## config.mk

```make
export PLATFORM = sky130hd
export DESIGN_NAME = adc_burst_capture
export DESIGN_NICKNAME = d
export VERILOG_FILES = /design/src/rtl/adc_burst_capture.sv
export SDC_FILE = /design/constraint.sdc
export NUM_CORES = 1
export LEC_CHECK = 0
export BUFFER_PORTS_ARGS = -buffer_cell sky130_fd_sc_hd__buf_2
export CORE_MARGIN = 4
export CORE_UTILIZATION = 62
export CTS_BUF_LIST = sky130_fd_sc_hd__clkbuf_8 sky130_fd_sc_hd__clkbuf_16
export DETAILED_ROUTE_END_ITERATION = 16
export PLACE_DENSITY = 0.83
export SETUP_SLACK_MARGIN = 0.2
export SYNTH_ARGS = -nofsm -noshare
export SYNTH_HDL_FRONTEND = slang
export SYNTH_SLANG_ARGS = --single-unit
```

## constraint.sdc

```tcl
create_clock -name clk -period 8.2 [get_ports clk]
set_input_delay 1.64 -clock clk [delete_from_list [all_inputs] [get_ports clk]]
set_output_delay 1.64 -clock clk [all_outputs]
set_load 0.05 [all_outputs]
```

## src/rtl/adc_burst_capture.sv

```systemverilog
module adc_burst_capture #(
  parameter int SAMPLE_W = 12,
  parameter int CH_N     = 4,
  parameter int CNT_W    = 16,
  parameter int DEPTH    = 8,
  parameter int WORD_W   = 16,
  localparam int CH_W    = $clog2(CH_N),
  localparam int PTR_W   = $clog2(DEPTH)
) (
  input  logic                clk,
  input  logic                rst_n,
  input  logic                cmd_start,
  input  logic [CNT_W-1:0]    cmd_count,
  input  logic [CH_N-1:0]     cmd_ch_en,
  input  logic [SAMPLE_W-1:0] adc_data,
  input  logic [CH_W-1:0]     adc_ch,
  input  logic                adc_dsel,
  input  logic                adc_or,
  output logic                m_valid,
  input  logic                m_ready,
  output logic [WORD_W-1:0]   m_data,
  output logic                st_busy,
  output logic                st_done,
  output logic                st_ovf,
  output logic                st_orng
);
  localparam int PAD_W = WORD_W - SAMPLE_W - CH_W;
  localparam logic [PTR_W:0] FULL_LVL = (PTR_W+1)'(DEPTH);

  logic [CNT_W-1:0]  left;
  logic [CH_N-1:0]   en;
  logic [WORD_W-1:0] mem [DEPTH];
  logic [PTR_W-1:0]  wp, rp;
  logic [PTR_W:0]    level;

  wire go   = cmd_start & ~st_busy;
  wire qual = st_busy & adc_dsel & en[adc_ch];
  wire full = (level == FULL_LVL);
  wire push = qual & ~full;
  wire pop  = m_valid & m_ready;

  assign m_valid = (level != '0);
  assign m_data  = mem[rp];

  always_ff @(posedge clk or negedge rst_n) begin
    if (!rst_n) begin
      st_busy <= 1'b0;
      st_done <= 1'b0;
      st_ovf  <= 1'b0;
      st_orng <= 1'b0;
      left    <= '0;
      en      <= '0;
    end else if (go) begin
      st_busy <= (cmd_count != '0);
      st_done <= (cmd_count == '0);
      st_ovf  <= 1'b0;
      st_orng <= 1'b0;
      left    <= cmd_count;
      en      <= cmd_ch_en;
    end else if (qual) begin
      left <= left - CNT_W'(1);
      if (full)   st_ovf  <= 1'b1;
      if (adc_or) st_orng <= 1'b1;
      if (left == CNT_W'(1)) begin
        st_busy <= 1'b0;
        st_done <= 1'b1;
      end
    end
  end

  always_ff @(posedge clk) begin
    if (push) mem[wp] <= {{PAD_W{1'b0}}, adc_ch, adc_data};
  end

  always_ff @(posedge clk or negedge rst_n) begin
    if (!rst_n) begin
      wp    <= '0;
      rp    <= '0;
      level <= '0;
    end else begin
      if (push) wp <= wp + PTR_W'(1);
      if (pop)  rp <= rp + PTR_W'(1);
      case ({push, pop})
        2'b10:   level <= level + (PTR_W+1)'(1);
        2'b01:   level <= level - (PTR_W+1)'(1);
        default: level <= level;
      endcase
    end
  end
endmodule


```

### Word-level counts from Yosys, hierarchy flattened

Memories as Yosys holds them, arrays and structs flattened.
Index checks and enable logic that the tools add are counted.

* bits in registers: 34
* bits in writable memories: 112
* output and inout bits: 21
* logic and storage cells: 57
* memories kept: 1

Memories
* mem: depth 8, bits a word 14, rd ports 1, clocked after memory_dff 0, wr ports 1, RTL line 32 `logic [WORD_W-1:0] mem [DEPTH];`

* $add $sub $neg: 5
* $lt $le $gt $ge: 1
* equality and inequality tests: 4
* muxes and demuxes: 19
* bitwise logic cells: 7
* reduce and logical (&&, ||, !) cells: 11

Operator list (count)
* 16-bit two-way mux: 2
* 16-bit by 1-bit == test with 1-bit output (second input constant): 1
* 16-bit zero test: 1
* 16-bit nonzero test: 1
* 16-bit by 1-bit subtractor with 16-bit output (second input constant): 1
* 1-bit two-way mux: 15
* 2-bit nonzero test: 5
* 4-bit one-hot mux with 2 select lines: 1
* 3-bit by 1-bit adder with 3-bit output (second input constant): 2
* 2-bit AND reduction: 3
* 1-bit AND: 5
* 4-bit by 1-bit adder with 4-bit output (second input constant): 1
* 4-bit == test (second input constant): 1
* 4-bit nonzero test: 1
* 4-bit by 1-bit subtractor with 4-bit output (second input constant): 1
* 2-bit by 3-bit less-than comparator with 1-bit output (second input constant): 1
* 1-bit binary-select mux with 2-bit select: 1
* 2-bit by 1-bit == test with 1-bit output (second input constant): 1
* 2-bit == test (second input constant): 1
* 1-bit inverter: 2

### Depth between registers and ports, before layout

* word-level depth: 6
* mapped depth: 11
* mapped depth without buffers: 11

### Worst setup path before layout

Ideal clock, no wire load.

* path kind: in2reg
* start: input adc_ch[1]
* end: memory mem[1][0] in the netlist's numbering, enable pin
* arrival time: 3746 ps
* required time: 7797 ps
* slack: 4051 ps
* stages on the path: 5
* buffers on the path: 0
* cell sequence: nand3b_1 o22ai_1 a21boi_1 nand2_1 nor3_1

* cells in the longest elaborated chain, start to end: 6

Ends and longest elaborated chain
* start: declaration: RTL line 16 `input logic [CH_W-1:0] adc_ch,`
* 1-bit binary-select mux with 2-bit select: RTL line 37 `wire qual = st_busy & adc_dsel & en[adc_ch];`
* 1-bit two-way mux (implied by the code): RTL line 37
* 1-bit AND: RTL line 37
* 1-bit AND: RTL line 39 `wire push = qual & ~full;`
* 1-bit two-way mux: RTL line 72 `if (push) mem[wp] <= {{PAD_W{1'b0}}, adc_ch, adc_data};`
* 1-bit two-way mux (implied by the code): RTL line 72
* end: declaration: RTL line 32

Every way passes these cells. The select of a mux whose other input is x is not followed.

### Worst setup path in the final report

* start: register rp[0]
* end: output m_data[2]

* cells in the longest elaborated chain, start to end: 1

Ends and longest elaborated chain
* start: declaration: RTL line 33 `logic [PTR_W-1:0] wp, rp;`
* start signal: assignment: RTL line 82 `if (pop) rp <= rp + PTR_W'(1);`
* memory read 8 x 14 bit
* end: declaration: RTL line 21 `output logic [WORD_W-1:0] m_data,`

Every way passes these cells.

==> impl_metrics.toml <==
[layout]
regArea_sq_um = 4220
layout-drive-gt1-share_pct = 34.0
mostFrequentLayoutCells = "edfxtp_1 (112), buf_2 (58), nand2_1 (35)"
diodes = 0
area_delta_synth_final_pct = 17.5
fillerInstances = 541
nNetsFinal = 477
multi_input_area_sq_um = 1730
layout_commonest_cell = "edfxtp_1"
final_cells = 570

[setup_path]
critPathRequiredTime_ps = 6560
criticalPathCategory = "flop to primary output"
path_delay_family = "flip-flops"
cp-start-kind = "flop"
r2r_slack_ps = 5110
arrival_ps = 2650
reg2reg_to = "mem[7][6]"
cp_num_buf_inv = 1
reg2reg_depth = 6
cpPeakStageDelay_ps = 1010
crit_fanout = 30
cp_cell_sequence = "mux4_2, mux2_2, buf_2"
rr_startpoint = "st_busy"
slowest_stage = "dfrtp_2"
worstSetupEndpointType = "primary output"

[floorplan]
ios = 61
dieArea_sq_um = 11400
core.rowCount = 35
start_util_pct = 64.3
core_area_sq_um = 9370
fp.dieH_um = 107
dieWidth_um = 107

[routing]
drt_iter0_drc = 230
viasPerCell = 6.02
drcViolationCount = 0
vias = 3434
detail-route-antenna-nets = 0
dr.pass1.iters = 4
avgRoutedWirePerCell_um = 20.9
routed_wl_um = 11900

[synthesis]
synth-seq-area-share_pct = 69.9
synthFlopType = "edfxtp_1"
synthArstFlopShare_pct = 23.3
yosys_warnings = 0
synth_area_sq_um = 6030
postSynthCellCount = 356
synth_edf_count = 112
synth-seq-cells = 146
synth.distinct_cells = 47
syn_avg_cell_area_sq_um = 16.9

[grt]
grt_pass1_vias = 3529
grt_pass1_wl_um = 19600
grt_max_degree = 35
grt-ovfl-total = 0
antenna_found_initial = 0
track_usage_pct = 23.1

[timing]
finalMaxSlewViolations = 0
setup_viol = 0
slew_headroom_pct = 10.7
fin_crit_ps = 4290
rsz0062_at_grt = "false"
min_period_over_period_pct = 52.3
tightest_slew_ps = 1330
finalWorstSetupSlack_ps = 3910
max_freq_mhz = 233
finClkSkew_ps = 8.35
hold_viol_final = 0
finalSetupTns_ps = 0

[clock_network]
cts_buffers = 17
cts_buffer_depth = 2
htree_levels = 4
clk_pin_slew_ps = 60
clock_sinks = 146
post_cts_buffers = 0
insertion_delay_ps = 510
cts_hold_buffers = 0
cts_tree = "yes"
root_buffer = "clkbuf_8"
cts_resized = 0

[min_path]
worst_hold_path.endpoint = "st_orng"
hp-start = "st_orng"
whs_path_depth = 1
hold_path_class = "flop to flop"

[placement]
gp_congestion = 0.741
io_buffer_count = 58
dpl_worst_slack_ps = 3710
dp_hpwl_um = 7360
dp_cells = 539

[power]
power.density_nw_per_um2 = 367
p_leak_nw = 2.58
ir_drop_uv = 173

[job]
cap_violations = 0

[outcome]
status = "finished clean"
-- worst max path at each step --
| stage | from | end | slack (ps) | cells after the start |
|---|---|---|---|---|
| after floorplan | adc_ch[1] | mem[1][0] | 4050 | 5 |
| after global routing | rp[0] | m_data[6] | 3700 | 3 |
| after global placement | adc_ch[1] | mem[7][5] | 3870 | 7 |
| after detailed placement | adc_ch[1] | mem[7][10] | 3710 | 7 |
| final | rp[0] | m_data[2] | 3910 | 3 |
| after CTS | rp[0] | m_data[6] | 3810 | 3 |
-- cell families after synthesis --
group | synth area share, %
XOR/XNOR | 1.16
buffers and inverters | 1.54
multiplexers | 14.0
AO/OA/AOI/OAI | 4.05
flip-flops | 69.9
adder cells (fa/ha/maj) | 1.79
other | 0.0622
AND/OR/NAND/NOR | 7.52
-- power breakdown --
| part | switching (mW) | internal (mW) |
|---|---|---|
| clock | 0.287 | 0.460 |
| sequential | 0.143 | 0.903 |
| combinational | 0.468 | 0.335 |
-- stage by stage --
step                hold WS, ps  util [%]  total power, mW  instance area, sq um
CTS                         494      75.6             2.62                  7080
finish                      499      75.6             2.60                  7080
floorplan                   445         -             1.67                  6030
global route                522      75.6             2.73                  7080
detailed placement          468      69.4             1.86                  6500
global placement            462      69.4             1.83                  6500
-- routing by layer --
layer	global-route usage, %	vias up	share of wire [%]
met3	5.18	24	6.9
met4	8.95	0	2.1
met2	36.3	156	51
met1	32.0	1711	40
met5	0	-	0
li1	-	1543	-
-- Yosys cell counts (4+ instances only) --
master / count / area share [%]
ha_1: 7 / 1.5
nand3_1: 10 / 0.83
nand2b_1: 4 / 0.42
mux4_2: 28 / 10
nor4_1: 5 / 0.52
nor2_1: 13 / 0.81
mux2_2: 16 / 3.0
clkbuf_1: 10 / 0.62
edfxtp_1: 112 / 56
o211ai_1: 13 / 1.6
inv_1: 7 / 0.44
dfrtp_1: 34 / 14
nand2_1: 35 / 2.2
nor3_1: 7 / 0.58
xnor2_1: 5 / 0.73
-- flip-flops by register name (all words and copies together), names as in the netlist --
signal and cells:
en 4, left 16, level 4, mem 112
rp 3, st_busy 1, st_done 1, st_orng 1
st_ovf 1, wp 3
-- final cells by class --
cell class / instances / area share [%]
Clock buffer: 17 / 5.85
Sequential cell: 146 / 59.5
Inverter: 7 / 0.371
Multi-Input combinational cell: 189 / 24.5
Timing Repair Buffer: 68 / 5.16
Clock inverter: 14 / 2.37
Tap cell: 129 / 2.28
No activity file was read; power rests on OpenSTA's default activity.
